$ cat src/rtl/seg_addr_pkg.sv
package seg_addr_pkg;
  localparam int SEG_W  = 16;
  localparam int OFF_W  = 16;
  localparam int PA_W   = 20;
  localparam int SHIFT  = 4;
  localparam int NSEG   = 6;
  localparam int SEL_W  = 3;

  typedef enum logic [1:0] {
    K_FETCH = 2'd0,
    K_DATA  = 2'd1,
    K_STACK = 2'd2,
    K_PARAM = 2'd3
  } kind_e;

  typedef enum logic [SEL_W-1:0] {
    S_CODE = 3'd0,
    S_DATA = 3'd1,
    S_STK  = 3'd2,
    S_X0   = 3'd3,
    S_X1   = 3'd4,
    S_X2   = 3'd5
  } seg_e;
endpackage

$ cat src/rtl/seg_regfile.sv
module seg_regfile #(
  parameter int SEG_W = 16,
  parameter int NSEG  = 6,
  parameter int SEL_W = 3,
  parameter logic [SEG_W-1:0] CODE_RST = '1,
  parameter int CODE_IDX = 0
) (
  input  logic             clk,
  input  logic             rst,
  input  logic             wr_en,
  input  logic [SEL_W-1:0] wr_sel,
  input  logic [SEG_W-1:0] wr_data,
  input  logic [SEL_W-1:0] rd_sel,
  output logic [SEG_W-1:0] rd_data
);
  logic [SEG_W-1:0] regs [NSEG];

  for (genvar g = 0; g < NSEG; g++) begin : g_reg
    localparam logic [SEG_W-1:0] RV = (g == CODE_IDX) ? CODE_RST : '0;
    always_ff @(posedge clk) begin
      if (rst)
        regs[g] <= RV;
      else if (wr_en && (int'(wr_sel) == g))
        regs[g] <= wr_data;
    end
  end

  always_comb begin
    rd_data = '0;
    for (int i = 0; i < NSEG; i++)
      if (int'(rd_sel) == i) rd_data = regs[i];
  end
endmodule

$ cat src/rtl/seg_select.sv
module seg_select
  import seg_addr_pkg::*;
(
  input  logic [1:0]       kind,
  input  logic             ovr_valid,
  input  logic [SEL_W-1:0] ovr_sel,
  output logic [SEL_W-1:0] sel
);
  always_comb begin
    unique case (kind_e'(kind))
      K_FETCH: sel = S_CODE;
      K_DATA:  sel = S_DATA;
      K_STACK, K_PARAM: sel = S_STK;
      default: sel = S_DATA;
    endcase
    if (ovr_valid && kind_e'(kind) != K_FETCH)
      sel = ovr_sel;
  end
endmodule

$ cat src/rtl/addr_adder.sv
module addr_adder #(
  parameter int SEG_W = 16,
  parameter int OFF_W = 16,
  parameter int PA_W  = 20,
  parameter int SHIFT = 4
) (
  input  logic [SEG_W-1:0] seg,
  input  logic [OFF_W-1:0] off,
  output logic [PA_W-1:0]  pa
);
  localparam int SUM_W = SEG_W + SHIFT + 1;
  logic [SUM_W-1:0] base, ext, sum;
  always_comb begin
    base = SUM_W'({seg, {SHIFT{1'b0}}});
    ext  = SUM_W'(off);
    sum  = base + ext;
    pa   = sum[PA_W-1:0];
  end
endmodule

$ cat src/rtl/seg_addr_gen.sv
module seg_addr_gen
  import seg_addr_pkg::*;
(
  input  logic             clk,
  input  logic             rst,
  input  logic             wr_en,
  input  logic [2:0]       wr_sel,
  input  logic [15:0]      wr_data,
  input  logic             req_valid,
  input  logic [1:0]       req_kind,
  input  logic [15:0]      req_offset,
  input  logic             ovr_valid,
  input  logic [2:0]       ovr_sel,
  output logic             addr_valid,
  output logic [19:0]      phys_addr
);
  logic [SEL_W-1:0] sel;
  logic [SEG_W-1:0] seg_val;
  logic [PA_W-1:0]  pa_next;

  seg_select u_sel (
    .kind(req_kind), .ovr_valid(ovr_valid), .ovr_sel(ovr_sel), .sel(sel)
  );

  seg_regfile #(
    .SEG_W(SEG_W), .NSEG(NSEG), .SEL_W(SEL_W),
    .CODE_RST('1), .CODE_IDX(int'(S_CODE))
  ) u_rf (
    .clk(clk), .rst(rst), .wr_en(wr_en), .wr_sel(wr_sel), .wr_data(wr_data),
    .rd_sel(sel), .rd_data(seg_val)
  );

  addr_adder #(.SEG_W(SEG_W), .OFF_W(OFF_W), .PA_W(PA_W), .SHIFT(SHIFT)) u_add (
    .seg(seg_val), .off(req_offset), .pa(pa_next)
  );

  always_ff @(posedge clk) begin
    if (rst) begin
      addr_valid <= 1'b0;
      phys_addr  <= '0;
    end else begin
      addr_valid <= req_valid;
      if (req_valid) phys_addr <= pa_next;
    end
  end
endmodule

$ cat config.mk
export PLATFORM = sky130hd
export DESIGN_NAME = seg_addr_gen
export DESIGN_NICKNAME = d
export VERILOG_FILES = /design/src/rtl/seg_addr_pkg.sv /design/src/rtl/seg_regfile.sv /design/src/rtl/seg_select.sv /design/src/rtl/addr_adder.sv /design/src/rtl/seg_addr_gen.sv
export SDC_FILE = /design/constraint.sdc
export NUM_CORES = 1
export LEC_CHECK = 0
export CAP_MARGIN = 20
export CORE_UTILIZATION = 40
export DETAILED_ROUTE_END_ITERATION = 7
export PLACE_DENSITY_LB_ADDON = 0.3
export SLEW_MARGIN = 20
export SYNTH_ARGS = -nofsm -noshare
export SYNTH_HDL_FRONTEND = slang
export SYNTH_SLANG_ARGS = --single-unit
export TNS_END_PERCENT = 30
$ cat constraint.sdc
create_clock -name clk -period 4.4 [get_ports clk]
set_input_delay 0.44 -clock clk [delete_from_list [all_inputs] [get_ports clk]]
set_output_delay 0.44 -clock clk [all_outputs]
set_load 0.02 [all_outputs]
**Yosys cells after proc, flatten, opt, wreduce, memory -nomap -nowiden**

Memories as Yosys holds them, arrays and structs flattened.
Index checks and enable logic that the tools add are counted.

- Register bits: 21
- Memory bits (writable): 96
- Bits of input ports: 45
- Output and inout bits: 21
- Logic and storage cells: 69
- Memories kept: 1

Memories:

| name | depth | width | rd ports | clocked after Yosys merged registers in | wr ports | line | RTL |
|---|---|---|---|---|---|---|---|
| u_rf.regs | 6 | 16 | 6 | 0 | 6 | seg_regfile.sv:16 | `logic [SEG_W-1:0] regs [NSEG];` |

- Add/sub/neg operators: 1
- Equality and inequality tests: 13
- Mux-type cells: 34
- Bitwise logic cells: 6
- Reduce and logical (&&, ||, !) cells: 12

Operators by type and width:

| operator | number |
|---|---|
| 2-to-1 mux 16 bit | 12 |
| equality test 3 bit (second input constant) | 8 |
| adder 20 x 16 -> 20 bit | 1 |
| 2-to-1 mux 1 bit | 20 |
| case mux 3 bit (3 select lines) | 1 |
| logical AND 1 bit | 7 |
| equality test 3 x 2 -> 1 bit (second input constant) | 2 |
| zero test 3 bit | 2 |
| bitwise OR 1 bit | 6 |
| equality test 2 bit (second input constant) | 2 |
| 2-to-1 mux 3 bit | 1 |
| equality test 2 x 1 -> 1 bit (second input constant) | 1 |
| zero test 2 bit | 1 |
| nonzero test 2 bit | 1 |
| OR reduction 2 bit | 1 |

**Logic depth before layout (Yosys ltp)**

Gate-level depths: netlist of the first run.

- Depth after elaboration: 12
- Gate-level depth with buffers: 16
- Mapped depth without buffers: 14

**Hierarchy**

From an unflattened synthesis of the first run, not the netlist that was laid out.

- Cell total of the unflattened synthesis: 516
- Area, all modules: 6124.6 um^2

Modules (own cells, without submodules):

| module | times used | cells each | area each (um^2) | seq. area each (um^2) |
|---|---|---|---|---|
| seg_regfile | 1 | 332 | 4499.3 | 2882.8 |
| addr_adder | 1 | 108 | 820.8 | 0.0 |
| seg_addr_gen | 1 | 67 | 760.7 | 420.4 |
| seg_select | 1 | 9 | 43.8 | 0.0 |

**Worst setup path after synthesis of the first run**

OpenSTA, ideal clock, no wires.

- Path type: input to register
- Start: in ovr_sel[0]
- End: reg phys_addr[12]
- Library setup time: 131 ps
- Arrival time: 3311 ps
- Data required time: 4269 ps
- Setup slack: 959 ps
- Stages: 15
- Path buffers: 2
- Path through: clkbuf_1 -> buf_2 -> mux2i_1 -> nor2_1 -> a221oi_1 -> nand2_1 -> ha_1 -> fa_1 -> a21oi_1 -> nor2_1 -> or3_1 -> a21o_1 -> a21oi_1 -> xor2_1 -> o22ai_1

- Longest elaborated chain between the ends: 9
- Elaborated cells on any way between the ends: 14
- Classes of those cells: 1 x add/sub; 5 x eq/ne; 7 x mux; 1 x reduce/logical

Ends and longest elaborated chain:

| element | line | RTL |
|---|---|---|
| from (decl) | seg_addr_gen.sv:13 | `input logic [2:0] ovr_sel,` |
| 2-to-1 mux 3 bit * | seg_select.sv:16 | `if (ovr_valid && kind_e'(kind) != K_FETCH)` |
| zero test 3 bit | seg_regfile.sv:31 | `if (int'(rd_sel) == i) rd_data = regs[i];` |
| 2-to-1 mux 16 bit (5 in a row) | seg_regfile.sv:31 |  |
| 2-to-1 mux 16 bit * | seg_regfile.sv:31 |  |
| adder 20 x 16 -> 20 bit * | addr_adder.sv:16 | `sum = base + ext;` |
| to (signal assigned) | seg_addr_gen.sv:43 | `if (req_valid) phys_addr <= pa_next;` |
| to (decl) | seg_addr_gen.sv:15 | `output logic [19:0] phys_addr` |

Mark *: on every way between the ends. The rest lies on a longest branch, timed or not.
A chain may end at the register's enable or synchronous reset.

**Final worst setup path of the first run**

- Start: in ovr_sel[0]
- End: reg phys_addr[16]

The elaborated chain is that of the path after synthesis.

==> results.json, run 1 <==
{
  "status": "complete, no violations",
  "p_leak_uw": 0.002720,
  "fmax_mhz": 266.3,
  "critPathRequiredTime_ns": 4.72,
  "pin_count": 66,
  "drt-total-wl_mm": 13.67,
  "endpoint_kind": "flip-flop",
  "die_x_um": 121.5,
  "synth_cells": 476,
  "worstSetupPathType": "input port to flip-flop",
  "synth_top_family_by_area": "simple AND/OR/NAND/NOR gates",
  "num_vias": 3956,
  "tightest_slew_ns": 1.049,
  "syn-cell-area_mm2": 0.005713,
  "async_flop_share_pct": 0,
  "powerDensity_mw_per_mm2": 443.3,
  "clock_sinks": 117,
  "drcViolationCount": 0,
  "final_cell_mix": "edfxtp_1 (96), and2_1 (81), clkdlybuf4s50_1 (65), nor2_1 (41), nand2_1 (25)",
  "cts.htree.levels": 4,
  "drive_gt1_share_pct": 12.12,
  "cp-start-kind": "input port",
  "grt_pass1_vias": 4145,
  "synth-compound-area-share_pct": 12.37,
  "holdCritStartpoint": "phys_addr[19]$_SDFFE_PP0P_",
  "synth_edf_count": 96,
  "worst_slew_margin_rel_pct": 29.83,
  "wl_per_cell_um": 18.44,
  "hold_path_class": "flip-flop to flip-flop",
  "cts_buffer_depth": 2,
  "worst_hold_slack_ns": 0.4531,
  "period_share_pct": 85.34,
  "hpwl_mm": 9.052,
  "clockRootBuffer": "clkbuf_16",
  "ys_types": 52,
  "yosys_most_used_dff": "edfxtp_1",
  "cp.arrival_ns": 4.07,
  "grt_max_degree": 31,
  "worstReg2RegStart": "u_rf.regs[2][0]$_SDFFCE_PN0P_",
  "core_region_area_mm2": 0.01388,
  "clock_skew_ns": 0.01168,
  "cts_tree": "built",
  "grt_pass1_wl_mm": 21.58,
  "dieArea_mm2": 0.01476,
  "synth_area_per_cell_um2": 12.00,
  "final_common_cell": "edfxtp_1",
  "row_count": 43,
  "start_util_pct": 41.16,
  "antenna_found_initial": 0,
  "clk_pin_slew_ns": 0.06,
  "critPathLaunch": "ovr_sel[0]",
  "period_needed_ns": 3.755,
  "track_usage_pct": 19.91,
  "yosys_warnings": 0,
  "area_growth_pct": 25.47,
  "num-fill-cells": 1191,
  "crit_fanout": 22,
  "synthAdderAreaFrac_pct": 3.198,
  "drv_slew": 0,
  "nets": 607,
  "drt_first_pass_iters": 4,
  "grt_remaining_overflow": 0,
  "drtAntennaViolNets": 0,
  "cts_buffers": 17,
  "finalSetupViolations": 0,
  "peakVddDrop_mv": 0.3275,
  "synth_simple_gate_area_share_pct": 18.83,
  "tns_ns": 0,
  "cts.repair.resized": 0,
  "post_cts_buffers": 0,
  "yosys.area_share.xor_xnor_pct": 1.840,
  "cap_violations": 0,
  "antenna_cells": 0,
  "rsz0062_at_grt": "no",
  "clk_latency_ns": 0.41,
  "die_y_um": 121.5,
  "hold_buffers": 0,
  "final_hold_viol_count": 0,
  "yosysSeqAreaShare_pct": 57.82,
  "vias_per_cell": 5.339,
  "synth.area.mux_share_pct": 4.052,
  "place.gp.congestion": 0.8296,
  "syn_nets": 535,
  "io_buffers": 65,
  "first_iter_violations": 208,
  "synth_seq_cells": 117
}
[power by group]
group / switching (uW) / internal (uW) / total (uW)
registers: 29.3 / 1280 / 1310
clock network: 462 / 930 / 1390
logic: 263 / 209 / 472
[metrics by stage]
stage	instance area, um^2	cells	setup WS [ns]	power, uW	utilization (%)
after global placement	6569	709	0.3029	1786	47.32
after detailed placement	6571	709	0.2344	1803	47.34
final	7168	741	0.6450	3178	51.64
after floorplan	5713	476	0.9589	1613	-
after CTS	7166	741	0.6253	3200	51.62
after global routing	7168	741	0.2695	3302	51.64
[critical path, cell delays in order]
cell	delay, ns
clkdlybuf4s50_1	0.61
buf_4	0.36
mux2i_1	0.22
nor2_1	0.05
a221oi_1	0.22
nand2_1	0.09
ha_1	0.23
fa_1	0.41
a21oi_1	0.24
nor2_1	0.10
o311a_1	0.37
o21ai_0	0.19
nand2_1	0.12
xor2_1	0.17
a211oi_1	0.23
[final timing paths]
kind / to / slack, ns / cells after the start
worst max-delay path: phys_addr[16]$_SDFFE_PP0P_ / 0.65 / 15
worst min-delay path: phys_addr[19]$_SDFFE_PP0P_ / 0.45 / 2
worst max register to register: phys_addr[16]$_SDFFE_PP0P_ / 1.40 / 13
worst min register to register: phys_addr[19]$_SDFFE_PP0P_ / 0.45 / 2
[state kept, by name, indices dropped and copies added, names as in the netlist]
signal      cells
addr_valid      1
u_rf.regs      96
phys_addr      20
[synth_stat cells (3+ instances only)]
library cell / n / share of area [%]
nor2b_1: 5 / 0.55
a221o_1: 3 / 0.53
clkbuf_1: 15 / 0.99
and2_1: 81 / 8.9
nand3_1: 4 / 0.35
xor2_1: 6 / 0.92
nand2b_1: 10 / 1.1
a222oi_1: 3 / 0.53
a22oi_1: 12 / 1.6
a221oi_2: 3 / 0.79
ha_1: 13 / 2.8
dfxtp_1: 21 / 7.4
and3_1: 3 / 0.33
a221oi_1: 11 / 1.7
nand2_1: 25 / 1.6
mux2i_1: 22 / 3.9
edfxtp_1: 96 / 50
o21ai_0: 5 / 0.44
o22ai_1: 3 / 0.33
a211oi_1: 9 / 1.2
inv_1: 6 / 0.39
a21o_1: 7 / 0.92
a31o_2: 4 / 0.61
xnor2_1: 6 / 0.92
nor2_1: 43 / 2.8
or2_2: 16 / 1.8
a21oi_1: 14 / 1.2
[routing by layer]
metal / wire [um] / vias up / track usage [%]
li1: - / 1895 / -
met1: 5698 / 1918 / 22.82
met2: 6986 / 124 / 34.98
met3: 757 / 19 / 4.511
met4: 225 / 0 / 9.491
met5: 0 / - / 0
[layout make-up]
type | count | area (um^2) | share of cell area (%)
flip-flops and latches | 117 | 3303 | 46.08
multi-input cells | 333 | 2312 | 32.26
repair buffers | 73 | 710.7 | 9.914
clock buffers | 18 | 429.2 | 5.987
well taps | 180 | 225.2 | 3.142
clock inverters | 14 | 165.2 | 2.304
inverters | 6 | 22.52 | 0.3142
[cells by family (layout without fill, tap and decap cells)]
group                    after synthesis  after routing
flip-flops                           117            117
XOR/XNOR                              12             12
AO/OA/AOI/OAI                         88             88
buffers and inverters                 26            111
multiplexers                          23             23
AND/OR/NAND/NOR                      196            196
adder cells (fa/ha/maj)               14             14
Note: power is estimated with default switching activity, not from simulation.
==> inputs of run 2 (changes only) <==
HOLD_SLACK_MARGIN = 0.06   (was default)
clock period = 4.6 ns   (was 4.4 ns; I/O delays follow)
==> run 2 against run 1 <==
- clock skew is 0.0011 ns lower
- largest cell class unchanged
- register-to-register slack better by 0.20 ns
- total power is 5.3% lower
- clock power is 6% lower
- critical endpoint unchanged
- non-clock buffer count is 1 lower
- critical path type unchanged
==> results.json, run 2 (synthesized netlist as in run 1, its figures left out) <==
{
  "status": "complete, no violations",
  "dieArea_mm2": 0.01476,
  "endpoint_kind": "flip-flop",
  "period_share_pct": 85.35,
  "drt-total-wl_mm": 13.33,
  "place_ws_ns": 0.3148,
  "grt_pass1_wl_mm": 20.38,
  "cts_buffers": 17,
  "grt_pass1_vias": 3899,
  "drive_gt1_share_pct": 12.50,
  "antenna_found_initial": 0,
  "tightest_slew_ns": 1.093,
  "clk_pin_slew_ns": 0.05,
  "clockRootBuffer": "clkbuf_16",
  "num-fill-cells": 1205,
  "largestRegisters": "u_rf.regs x96, phys_addr x20, addr_valid x1",
  "peakVddDrop_mv": 0.2829,
  "drtAntennaViolNets": 0,
  "hold_depth": 2,
  "cp.arrival_ns": 4.25,
  "die_x_um": 121.5,
  "area_growth_pct": 25.58,
  "powerDensity_mw_per_mm2": 419.7,
  "hpwl_mm": 9.166,
  "grt_remaining_overflow": 0,
  "period_needed_ns": 3.926,
  "cp_num_cells": 13,
  "grt_max_degree": 31,
  "tns_ns": 0,
  "hold_path_class": "flip-flop to flip-flop",
  "post_cts_buffers": 0,
  "cts_buffer_depth": 2,
  "drt_first_pass_iters": 5,
  "drv_slew": 0,
  "r2r_cells": 13,
  "final_cell_mix": "edfxtp_1 (96), and2_1 (81), clkdlybuf4s50_1 (65), nor2_1 (41), nand2_1 (25)",
  "wl_per_cell_um": 18.01,
  "io_buffers": 65,
  "final_common_cell": "edfxtp_1",
  "cp_top_family": "compound AO/OA/AOI/OAI gates",
  "critical_path_buf_inv_count": 2,
  "cp-start-kind": "input port",
  "drcViolationCount": 0,
  "clk_latency_ns": 0.42,
  "cts_tree": "built",
  "row_count": 43,
  "pin_count": 66,
  "worst_slew_margin_rel_pct": 26.85,
  "antenna_cells": 0,
  "place.gp.congestion": 0.8651,
  "worstSetupPathType": "input port to flip-flop",
  "cts.repair.resized": 0,
  "final_hold_viol_count": 0,
  "critPathRequiredTime_ns": 4.93,
  "clock_sinks": 117,
  "first_iter_violations": 301,
  "start_util_pct": 41.16,
  "clock_skew_ns": 0.01055,
  "crit_fanout": 12,
  "hold_buffers": 0,
  "fmax_mhz": 254.7,
  "cts.htree.levels": 4,
  "nets": 606,
  "p_leak_uw": 0.002704,
  "track_usage_pct": 19.03,
  "rsz0062_at_grt": "no",
  "num_vias": 3872,
  "worst_path_max_delay_cell": "o41ai_4",
  "vias_per_cell": 5.232,
  "setup_ws_ns": 0.6738,
  "finalSetupViolations": 0,
  "core_region_area_mm2": 0.01388,
  "path_cells": "clkdlybuf4s50_1 > inv_1 > o41ai_4 > a222oi_1 > a31oi_1 > ha_1 > nand3_1 > nor2_1 > o311a_1 > o21ai_0 > nand2_1 > xor2_1 > a211oi_1",
  "critical_path.max_stage_delay_ns": 0.82,
  "largest_reg_flops": 96,
  "cap_violations": 0,
  "die_y_um": 121.5,
  "largest_register": "u_rf.regs"
}
## run 2: through the flow
| step | instance area (um^2) | utilization (%) | hold slack (ns) | total power (uW) | cells |
|---|---|---|---|---|---|
| after floorplan | 5713 | - | 0.5235 | 1543 | 476 |
| after global placement | 6579 | 47.39 | 0.4456 | 1708 | 708 |
| after detailed placement | 6579 | 47.39 | 0.4637 | 1722 | 708 |
| after CTS | 7169 | 51.65 | 0.4707 | 3026 | 740 |
| after global routing | 7174 | 51.69 | 0.4992 | 3114 | 740 |
| final | 7174 | 51.69 | 0.4619 | 3011 | 740 |
## run 2: cell type report
cell class / instances / area (um^2) / share of cell area, %
clock buffers: 18 / 429.2 / 5.982
clock inverters: 14 / 161.4 / 2.250
inverters: 6 / 22.52 / 0.3139
multi-input cells: 333 / 2317 / 32.30
flip-flops and latches: 117 / 3303 / 46.04
well taps: 180 / 225.2 / 3.139
repair buffers: 72 / 715.7 / 9.976
## run 2: path summary, 6_finish.rpt
path / from / to / slack [ns]
hold / removal: phys_addr[19]$_SDFFE_PP0P_ / phys_addr[19]$_SDFFE_PP0P_ / 0.46
setup / recovery: ovr_valid / phys_addr[16]$_SDFFE_PP0P_ / 0.67
hold reg to reg: phys_addr[19]$_SDFFE_PP0P_ / phys_addr[19]$_SDFFE_PP0P_ / 0.46
setup reg to reg: u_rf.regs[2][16]$_SDFFCE_PN0P_ / phys_addr[16]$_SDFFE_PP0P_ / 1.60
## run 2: worst reg2reg max path: cells and delay by family, from the launching register on
family	cells	cell delay, ns
mux	1	0.14
fa+ha+maj	2	0.64
simple gates	4	0.36
flops	1	0.36
xor+xnor	1	0.18
compound gates	5	1.23
## run 2: per-layer routing
metal / track usage [%] / up-vias / share of wire (%)
li1: - / 1887 / -
met1: 21.53 / 1850 / 42
met2: 33.20 / 117 / 52
met3: 4.558 / 18 / 4.8
met4: 9.877 / 0 / 1.5
met5: 0 / - / 0
## run 2: power by group
group	internal [uW]	switching [uW]
registers	1230	28.6
clock network	845	468
logic	200	242
